[config.mk]
export PLATFORM = sky130hd
export DESIGN_NAME = bcd_sat_counter
export DESIGN_NICKNAME = d
export VERILOG_FILES = /design/src/rtl/bcdc_pkg.sv /design/src/rtl/bcdc_sync.sv /design/src/rtl/bcdc_digit.sv /design/src/rtl/bcdc_seg7.sv /design/src/rtl/bcd_sat_counter.sv
export SDC_FILE = /design/constraint.sdc
export NUM_CORES = 1
export LEC_CHECK = 0
export BUFFER_PORTS_ARGS = -buffer_cell sky130_fd_sc_hd__buf_2
export CAP_MARGIN = 10
export CORE_AREA = 2 2 44 46
export DETAILED_ROUTE_END_ITERATION = 10
export DIE_AREA = 0 0 46 48
export PLACE_DENSITY = 0.9
export SYNTH_ARGS = -nofsm -noshare
export SYNTH_HDL_FRONTEND = slang
export SYNTH_SLANG_ARGS = --single-unit
[constraint.sdc]
create_clock -name clk_i -period 3.95 [get_ports clk_i]
set_input_delay 0.79 -clock clk_i [delete_from_list [all_inputs] [get_ports clk_i]]
set_output_delay 0.79 -clock clk_i [all_outputs]
set_load 0.02 [all_outputs]
[src/rtl/bcdc_pkg.sv]
package bcdc_pkg;

  localparam int SEG_W = 7;
  localparam int BCD_W = 4;

  typedef logic [BCD_W-1:0] bcd_t;
  typedef logic [SEG_W-1:0] seg_t;

  // Active-high segments, bit 0 = a ... bit 6 = g; codes above 9 blank
  function automatic seg_t bcd_to_seg(input bcd_t d);
    seg_t s;
    case (d)
      4'd0:    s = 7'h3F;
      4'd1:    s = 7'h06;
      4'd2:    s = 7'h5B;
      4'd3:    s = 7'h4F;
      4'd4:    s = 7'h66;
      4'd5:    s = 7'h6D;
      4'd6:    s = 7'h7D;
      4'd7:    s = 7'h07;
      4'd8:    s = 7'h7F;
      4'd9:    s = 7'h6F;
      default: s = 7'h00;
    endcase
    return s;
  endfunction

endpackage

[src/rtl/bcdc_sync.sv]
module bcdc_sync #(
  parameter int STAGES = 2
) (
  input  logic clk_i,
  input  logic rst_ni,
  input  logic d_i,
  output logic q_o
);

  logic [STAGES-1:0] sh_q;
  logic [STAGES-1:0] sh_d;

  always_comb begin
    sh_d = {sh_q[STAGES-2:0], d_i};
  end

  always_ff @(posedge clk_i or negedge rst_ni) begin
    if (!rst_ni) begin
      sh_q <= '0;
    end else begin
      sh_q <= sh_d;
    end
  end

  assign q_o = sh_q[STAGES-1];

endmodule

[src/rtl/bcdc_digit.sv]
module bcdc_digit
  import bcdc_pkg::*;
#(
  parameter int LAST = 9
) (
  input  logic clk_i,
  input  logic rst_ni,
  input  logic clr_i,
  input  logic step_i,
  output bcd_t q_o,
  output logic carry_o
);

  bcd_t q_q;
  bcd_t q_d;
  logic en;
  logic at_last;

  assign at_last = (q_q == BCD_W'(LAST));
  assign en      = clr_i | step_i;

  always_comb begin
    q_d = q_q;
    if (clr_i) begin
      q_d = '0;
    end else if (step_i) begin
      q_d = at_last ? '0 : q_q + 1'b1;
    end
  end

  always_ff @(posedge clk_i or negedge rst_ni) begin
    if (!rst_ni) begin
      q_q <= '0;
    end else if (en) begin
      q_q <= q_d;
    end
  end

  assign q_o     = q_q;
  assign carry_o = step_i & at_last & ~clr_i;

endmodule

[src/rtl/bcdc_seg7.sv]
module bcdc_seg7
  import bcdc_pkg::*;
(
  input  bcd_t digit_i,
  output seg_t seg_o
);

  always_comb begin
    seg_o = bcd_to_seg(digit_i);
  end

endmodule

[src/rtl/bcd_sat_counter.sv]
module bcd_sat_counter #(
  parameter int N_DIGITS    = 2,
  parameter int TERM_VALUE  = 80,
  parameter int SYNC_STAGES = 2
) (
  input  logic                    clk_i,
  input  logic                    rst_ni,
  input  logic                    clr_sw_i,
  input  logic                    inc_i,
  output logic [N_DIGITS*7-1:0]   seg_o,
  output logic                    done_o
);

  import bcdc_pkg::*;

  logic                           clr_s;
  logic [N_DIGITS-1:0]            step;
  logic [N_DIGITS-1:0]            carry;
  logic [N_DIGITS-1:0][BCD_W-1:0] digit_q;
  logic [N_DIGITS-1:0]            at_term;
  logic                           unused_top_carry;

  bcdc_sync #(.STAGES(SYNC_STAGES)) clr_sync_i (
    .clk_i  (clk_i),
    .rst_ni (rst_ni),
    .d_i    (clr_sw_i),
    .q_o    (clr_s)
  );

  assign step[0] = inc_i & ~done_o;

  for (genvar i = 0; i < N_DIGITS; i++) begin : g_digit
    localparam int TERM_D = (TERM_VALUE / (10 ** i)) % 10;

    bcdc_digit #(.LAST(9)) digit_i (
      .clk_i   (clk_i),
      .rst_ni  (rst_ni),
      .clr_i   (clr_s),
      .step_i  (step[i]),
      .q_o     (digit_q[i]),
      .carry_o (carry[i])
    );

    if (i < N_DIGITS - 1) begin : g_chain
      assign step[i+1] = carry[i];
    end

    assign at_term[i] = (digit_q[i] == BCD_W'(TERM_D));

    bcdc_seg7 seg_i (
      .digit_i (digit_q[i]),
      .seg_o   (seg_o[i*SEG_W +: SEG_W])
    );
  end

  assign unused_top_carry = carry[N_DIGITS-1];
  assign done_o           = &at_term;

endmodule

==> impl_metrics.py, run 1 <==
metrics = {
    "route": {
        "firstDrtPassIters": 4,
        "drc_errors": 0,
        "postRouteWirelength_um": 1940,
        "drt_iter0_drc": 35,
        "wl_per_cell_um": 13.2,
        "vias_per_cell": 5.78,
        "ant_nets": 0,
        "vias": 849,
    },
    "logic_synthesis": {
        "synth_ff_type": "dfrtp_1",
        "yosysUniqueCellTypes": 29,
        "ys_ff_latch": 10,
        "synth.net_count": 132,
        "synth_edf_count": 0,
        "async_reset_ff_share_pct": 100,
        "netlist_area_sq_um": 937,
        "yosys-top-cells-area": "dfrtp_1 (27%), ha_1 (20%), a21oi_1 (7.5%), o21ai_0 (6.4%), inv_1 (4.0%)",
        "synth_area_leader_cell": "dfrtp_1",
        "ys_warn_count": 0,
        "yosysSeqAreaShare_pct": 26.7,
        "synth_top_area_share_pct": 26.7,
        "avgSynthCellArea_sq_um": 8.29,
        "syn_inst": 113,
    },
    "critical_path": {
        "max_stage_delay_ps": 490,
        "cp_num_buf_inv": 2,
        "crit_fanout": 8,
        "cp_cell_sequence": "inv_1 > ha_1 > nor2_1 > a21oi_1 > o21ai_0 > buf_2",
        "cp.arrival_ps": 1670,
        "crit_family": "flip-flops",
        "crit_path_end_kind": "primary output",
        "criticalPathCategory": "reg2out",
        "cp_data_required_time_ps": 3160,
        "cp_slowest_cell": "dfrtp_1",
        "cp-start-kind": "flip-flop",
    },
    "timing": {
        "setup_viol": 0,
        "finalSetupTns_ps": 0,
        "finalCriticalPeriod_ps": 2460,
        "max_slew_margin_pct": 75.6,
        "fin_hold_ws_ps": 355,
        "worst_pin_slew_ps": 363,
        "fmax_mhz": 406,
        "drv_slew": 0,
        "period_share_pct": 62.3,
        "skew_ps": 5.40,
        "rsz0062_at_grt": "false",
        "finalHoldViolations": 0,
    },
    "finish": {
        "most-common-layout-cells": "buf_2 (18), ha_1 (15), a21oi_1 (14)",
        "area_growth_pct": 13.4,
        "diodes": 0,
        "final_common_cell": "buf_2",
        "drive_gt1_share_pct": 20.0,
        "n_fill_cell": 154,
        "instances_no_fill": 147,
        "fin_nets": 150,
        "final_util_pct": 62.9,
    },
    "place": {
        "io_buffers": 18,
        "hpwl_um": 1500,
        "placedCellCount": 143,
        "gp_congestion": 0.810,
    },
    "global_route": {
        "grt_max_degree": 16,
        "gr-usage-all-layers_pct": 19.0,
        "grt-busiest-layer": "met2",
        "overflow": 0,
        "grt_pass1_wl_um": 3010,
        "antenna_found_initial": 0,
        "grt_use_met2_pct": 28.3,
        "gr-usage-met3_pct": 1.51,
        "grt_pass1_vias": 679,
        "use_met1_pct": 27.3,
    },
    "clocking": {
        "postCtsHoldBufs": 0,
        "post_cts_buffers": 0,
        "cts_buffers": 3,
        "cts_tree": "done",
        "numClockSinks": 10,
        "clk_latency_ps": 260,
        "cts.path.max_buffers": 2,
        "cts_max_level": 1,
        "clk_pin_slew_worst_paths_ps": 70,
        "post_cts_resize_count": 0,
        "cts_root_buffer": "clkbuf_4",
    },
    "floorplan": {
        "die_x_um": 46,
        "fp-row-count": 15,
        "start_util_pct": 55.5,
        "dieArea_sq_um": 2210,
        "die_h_um": 48,
        "core_area_sq_um": 1690,
        "num_io_pins": 19,
    },
    "flow_run": {
        "drv_cap": 0,
    },
    "pwr": {
        "p_leak_uw": 0.000497,
        "finalPower_uw": 250,
        "power_density_nw_per_um2": 235,
        "peakVddDrop_v": 0.000212,
    },
    "min_path": {
        "hp-class": "reg2reg",
    },
    "run_status": {
        "status": "completed",
    },
}
-- power by group --
part / switching (uW) / internal, uW / total, uW / leakage, uW
clock network: 32.9 / 55.8 / 88.8 / 0.0000210
logic: 31.3 / 18.5 / 49.8 / 0.000342
registers: 6.18 / 105 / 111 / 0.000134
-- cell type report --
class                           instances  area, sq um  area share, %
Clock buffer                            4         36.3           3.42
Inverter                               11         41.3           3.89
Multi-Input combinational cell         87          623           58.7
Sequential cell                        10          250           23.6
Tap cell                               17         21.3           2.00
Timing Repair Buffer                   18         90.1           8.48
-- path summary, 6_finish.rpt --
kind | end | from | slack, ps | cells past startpoint
setup reg to reg | g_digit[1].digit_i.q_o[3] | g_digit[0].digit_i.q_o[1] | 1940 | 5
setup / recovery | seg_o[3] | g_digit[0].digit_i.q_o[1] | 1490 | 6
min in group asynchronous | g_digit[1].digit_i.q_o[0] | rst_ni | 380 | 1
max in group asynchronous | g_digit[0].digit_i.q_o[2] | rst_ni | 3380 | 1
hold reg to reg | clr_sync_i.sh_q[1] | clr_sync_i.sh_q[0] | 360 | 0
hold / removal | clr_sync_i.sh_q[1] | clr_sync_i.sh_q[0] | 360 | 0
-- sequential cells by signal, indices dropped and copies added, names as in the netlist --
name                 flops
clr_sync_i.sh_q          2
g_digit.digit_i.q_o      8
-- Yosys cell counts, drive strengths merged (3+ instances only) --
master	number
o21ai	12
clkbuf	4
nand3	5
nand2	6
a31oi	3
dfrtp	10
ha	15
a21oi	14
inv	11
nor2	7
-- cell families (layout without fill, tap and decap cells) --
logic type               after synthesis  after routing  share of synthesized area (%)
multiplexers                           4              4                           4.54
adder cells (fa/ha/maj)               15             15                           20.0
buffers and inverters                 16             33                           6.81
AND/OR/NAND/NOR                       32             32                           20.2
flip-flops                            10             10                           26.7
AO/OA/AOI/OAI                         36             36                           21.8
-- layer usage --
layer  vias to the layer above  wire length (um)
met1                       385               922
met4                         0                12
li1                        436                 -
met3                         2                79
met2                        26               924
met5                         -                 0
-- stage by stage --
step	setup WS, ps	instance area (sq um)
floorplan	1760	937
global placement	1820	1030
detailed placement	1770	1030
CTS	1470	1060
global route	1290	1060
finish	1490	1060
Note: power is estimated with default switching activity, not from simulation.
==> inputs of run 2 (changes only) <==
- CORE_AREA: 2 2 44 46 -> 2 2 48 50
- DIE_AREA: 0 0 46 48 -> 0 0 50 52
- PLACE_DENSITY: 0.9 -> 0.81
- clock period: 3.95 -> 2.1 ns (I/O delays scaled with it)
==> impl_metrics.py, run 2 (same netlist as run 1, synthesis figures left out) <==
metrics = {
    "place": {
        "hpwl_um": 1650,
        "io_buffers": 18,
        "gp_congestion": 0.848,
    },
    "run_status": {
        "status": "completed",
    },
    "floorplan": {
        "die_x_um": 50,
        "num_io_pins": 19,
        "fp-row-count": 17,
        "core_area_sq_um": 2110,
        "die_h_um": 52,
        "start_util_pct": 44.5,
        "dieArea_sq_um": 2600,
    },
    "clocking": {
        "cts_buffers": 3,
        "cts_tree": "done",
        "cts.path.max_buffers": 2,
        "clk_pin_slew_worst_paths_ps": 60,
        "cts_max_level": 1,
        "post_cts_buffers": 0,
        "clk_latency_ps": 260,
        "numClockSinks": 10,
        "cts_root_buffer": "clkbuf_4",
    },
    "critical_path": {
        "crit_family": "flip-flops",
        "cp_num_buf_inv": 2,
        "cp.arrival_ps": 1570,
        "crit_path_end_kind": "primary output",
        "reg2reg_slack_ps": 250,
        "cp_slowest_cell": "dfrtp_2",
        "cp_cell_sequence": "inv_2 > ha_1 > a21oi_1 > o21ai_0 > buf_2",
        "crit_fanout": 8,
        "cp_data_required_time_ps": 1680,
        "ff2ff_path_depth": 5,
        "cp-start-kind": "flip-flop",
        "path_depth": 5,
        "criticalPathCategory": "reg2out",
        "max_stage_delay_ps": 440,
    },
    "finish": {
        "most-common-layout-cells": "buf_2 (18), a21oi_1 (14), ha_1 (14)",
        "area_growth_pct": 17.4,
        "diodes": 0,
        "largest_register_ffs": 8,
        "final_util_pct": 52.2,
        "final_common_cell": "buf_2",
        "drive_gt1_share_pct": 25.8,
        "fin_nets": 152,
    },
    "global_route": {
        "gr-usage-all-layers_pct": 18.6,
        "grt_pass1_vias": 848,
        "overflow": 0,
        "grt_pass1_wl_um": 3730,
        "grt_max_degree": 16,
        "antenna_found_initial": 0,
    },
    "route": {
        "vias_per_cell": 5.56,
        "drc_errors": 0,
        "drt_iter0_drc": 15,
        "postRouteWirelength_um": 2160,
        "firstDrtPassIters": 4,
        "ant_nets": 0,
        "wl_per_cell_um": 13.5,
        "vias": 889,
    },
    "min_path": {
        "hp-class": "in2reg",
        "hold_depth": 1,
    },
    "timing": {
        "max_slew_margin_pct": 74.1,
        "rsz0062_at_grt": "false",
        "drv_slew": 0,
        "finalSetupTns_ps": 0,
        "skew_ps": 2.30,
        "worst_pin_slew_ps": 389,
        "finalHoldViolations": 0,
        "finalCriticalPeriod_ps": 1990,
        "setup_viol": 0,
        "fmax_mhz": 503,
        "period_share_pct": 94.6,
    },
    "pwr": {
        "power_density_nw_per_um2": 436,
        "peakVddDrop_v": 0.000271,
        "p_leak_uw": 0.000501,
    },
    "flow_run": {
        "drv_cap": 0,
    },
}
[run 2: cell count changes in the layout (fill, tap and decap cells not counted), sizes merged]
cell,previous run,this run
dlygate4sd3,0,1
buf,18,19
[run 2: routing by layer]
layer | track usage [%] | vias up | wire, um | part of all wire [%]
met5 | 0 | - | 0 | 0
met4 | 7.41 | 0 | 36 | 1.7
met3 | 2.01 | 6 | 56 | 2.6
met2 | 35.3 | 18 | 1150 | 53
met1 | 21.0 | 428 | 919 | 42
li1 | - | 437 | - | -
[run 2: path summary, 6_finish.rpt]
check / startpoint / endpoint
worst max register to register: g_digit[0].digit_i.q_o[1] / g_digit[1].digit_i.q_o[3]
max in group asynchronous: rst_ni / g_digit[1].digit_i.q_o[0]
worst min-delay path: clr_sw_i / clr_sync_i.sh_q[0]
worst min register to register: clr_sync_i.sh_q[0] / clr_sync_i.sh_q[1]
worst max-delay path: g_digit[0].digit_i.q_o[0] / seg_o[3]
min in group asynchronous: rst_ni / g_digit[0].digit_i.q_o[2]
[run 2: final cells by class]
class | count | area (sq um)
timing repair buffer | 20 | 108
sequential | 10 | 254
tap | 28 | 35.0
clock buffer | 4 | 36.3
fill | 208 | 1010
inverter | 11 | 41.3
multi-input combinational | 87 | 626
[run 2: what timing repair did]
action,4_1_cts,5_1_grt
hold endpoints to repair,6,0
pin swaps,0,0
hold buffers,1,0
endpoints found under the setup margin,1,7
resized for setup,1,7
[run 2: report_power, final]
part | internal, uW | total [uW] | switching (uW)
clock network | 105 | 171 | 65.5
registers | 199 | 211 | 12.2
logic | 36.9 | 97.7 | 60.8
total | 341 | 479 | 139
[run 2: worst reg2reg max path: stages (launching register included)]
cell	delay, ps
dfrtp_2	460
inv_2	130
ha_1	290
nand4b_2	180
or4_1	490
a31oi_1	210
[run 2: through the flow]
stage               instances  power [uW]  setup WS, ps  cell area [sq um]  hold slack, ps
finish                    160         479           114               1100             258
global route              160         509          19.0               1100             249
CTS                       160         486          7.37               1090             243
detailed placement        155         309           172               1050             289
global placement          155         306           227               1050             292
floorplan                 113         274           279                937             124
==> inputs of run 3 (changes only) <==
- CORE_AREA: 2 2 48 50 -> 2 2 49 51
- DIE_AREA: 0 0 50 52 -> 0 0 51 53
- PLACE_DENSITY: 0.81 -> 0.76
- clock period: 2.1 -> 2.4 ns (I/O delays scaled with it)
==> impl_metrics.py, run 3 (same netlist as run 1, synthesis figures left out) <==
metrics = {
    "timing": {
        "fmax_mhz": 460,
        "period_share_pct": 90.6,
        "setup_viol": 0,
        "finalCriticalPeriod_ps": 2180,
        "skew_ps": 5.96,
        "drv_slew": 0,
        "rsz0062_at_grt": "false",
        "finalSetupTns_ps": 0,
        "max_slew_margin_pct": 73.8,
        "worst_pin_slew_ps": 393,
        "finalHoldViolations": 0,
    },
    "clocking": {
        "clk_pin_slew_worst_paths_ps": 70,
        "post_cts_resize_count": 0,
        "cts_tree": "done",
        "cts_root_buffer": "clkbuf_4",
        "cts_max_level": 1,
        "postCtsHoldBufs": 0,
        "cts_buffers": 3,
        "cts.path.max_buffers": 2,
        "clk_latency_ps": 270,
        "post_cts_buffers": 0,
        "numClockSinks": 10,
    },
    "finish": {
        "diodes": 0,
        "area_growth_pct": 14.8,
        "drive_gt1_share_pct": 20.0,
        "instances_no_fill": 158,
        "n_fill_cell": 213,
        "fin_nets": 150,
        "most-common-layout-cells": "buf_2 (18), ha_1 (15), a21oi_1 (14)",
        "largest_register_ffs": 8,
        "final_common_cell": "buf_2",
    },
    "global_route": {
        "gr-usage-all-layers_pct": 16.6,
        "antenna_found_initial": 0,
        "grt_max_degree": 16,
        "grt_pass1_vias": 763,
        "overflow": 0,
        "grt_pass1_wl_um": 3420,
    },
    "critical_path": {
        "crit_path_end_kind": "primary output",
        "cp.arrival_ps": 1700,
        "cp-start-kind": "flip-flop",
        "r2r-start": "g_digit[0].digit_i.q_o[1]",
        "cp_data_required_time_ps": 1920,
        "cp_slowest_cell": "dfrtp_1",
        "crit_path_start": "g_digit[0].digit_i.q_o[1]",
        "max_stage_delay_ps": 470,
        "crit_fanout": 8,
        "cp_cell_sequence": "inv_1 > ha_1 > nand4bb_1 > nor2_1 > buf_2",
        "criticalPathCategory": "reg2out",
    },
    "place": {
        "io_buffers": 18,
        "gp_congestion": 0.818,
        "placedCellCount": 154,
        "hpwl_um": 1420,
    },
    "floorplan": {
        "start_util_pct": 43.6,
        "die_h_um": 53,
        "fp-row-count": 17,
        "num_io_pins": 19,
        "die_x_um": 51,
        "dieArea_sq_um": 2700,
        "core_area_sq_um": 2150,
    },
    "route": {
        "drt_iter0_drc": 16,
        "ant_nets": 0,
        "vias_per_cell": 5.09,
        "firstDrtPassIters": 4,
        "drc_errors": 0,
        "postRouteWirelength_um": 1910,
        "vias": 805,
        "wl_per_cell_um": 12.1,
    },
    "pwr": {
        "power_density_nw_per_um2": 389,
        "p_leak_uw": 0.000497,
        "peakVddDrop_v": 0.000330,
    },
    "flow_run": {
        "drv_cap": 0,
    },
    "run_status": {
        "status": "completed",
    },
    "min_path": {
        "hp-class": "in2async",
    },
}
-- run 3: critical path: cells and delay by family, from the launching register on --
family,cells,cell delay (ps)
DFF,1,470
buffers and inverters,2,390
and+or+nand+nor,2,300
adders and majority gates,1,260
-- run 3: layer usage --
metal	share of wire [%]	vias to the layer above	track usage, %
li1	-	430	-
met5	0	-	0
met4	1.0	0	5.41
met3	5.1	3	4.52
met1	48	354	20.5
met2	46	18	27.9
-- run 3: final timing paths --
kind,to,slack (ps),depth (start not counted)
min in group clk_i,clr_sync_i.sh_q[0],310,1
min reg2reg,clr_sync_i.sh_q[1],350,0
min,g_digit[0].digit_i.q_o[0],50,1
max reg2reg,g_digit[0].digit_i.q_o[0],430,5
max,done_o,220,5
max in group asynchronous,g_digit[0].digit_i.q_o[3],2150,1
-- run 3: area by class of cell --
class | count | area (sq um) | share of cell area (%)
Clock buffer | 4 | 36.3 | 3.37
Tap cell | 28 | 35.0 | 3.26
Inverter | 11 | 41.3 | 3.84
Sequential cell | 10 | 250 | 23.3
Timing Repair Buffer | 18 | 90.1 | 8.37
Multi-Input combinational cell | 87 | 623 | 57.9
-- run 3: power breakdown --
group	internal [uW]	switching [uW]	total, uW	leakage (uW)
registers	173	10.2	183	0.000134
logic	30.6	50.8	81.4	0.000342
clock network	92.3	62.0	154	0.0000210
total	296	123	419	0.000497
-- run 3: metrics by stage --
stage | hold slack [ps] | instance area, sq um | utilization [%] | worst slack, ps | power, uW
after global routing | 60.2 | 1080 | 50.1 | 41.9 | 445
after global placement | 334 | 1040 | 48.4 | 528 | 265
after CTS | 51.6 | 1080 | 50.1 | 219 | 426
after floorplan | 184 | 937 | - | 519 | 240
after detailed placement | 335 | 1040 | 48.4 | 485 | 268
final | 52.8 | 1080 | 50.1 | 225 | 419
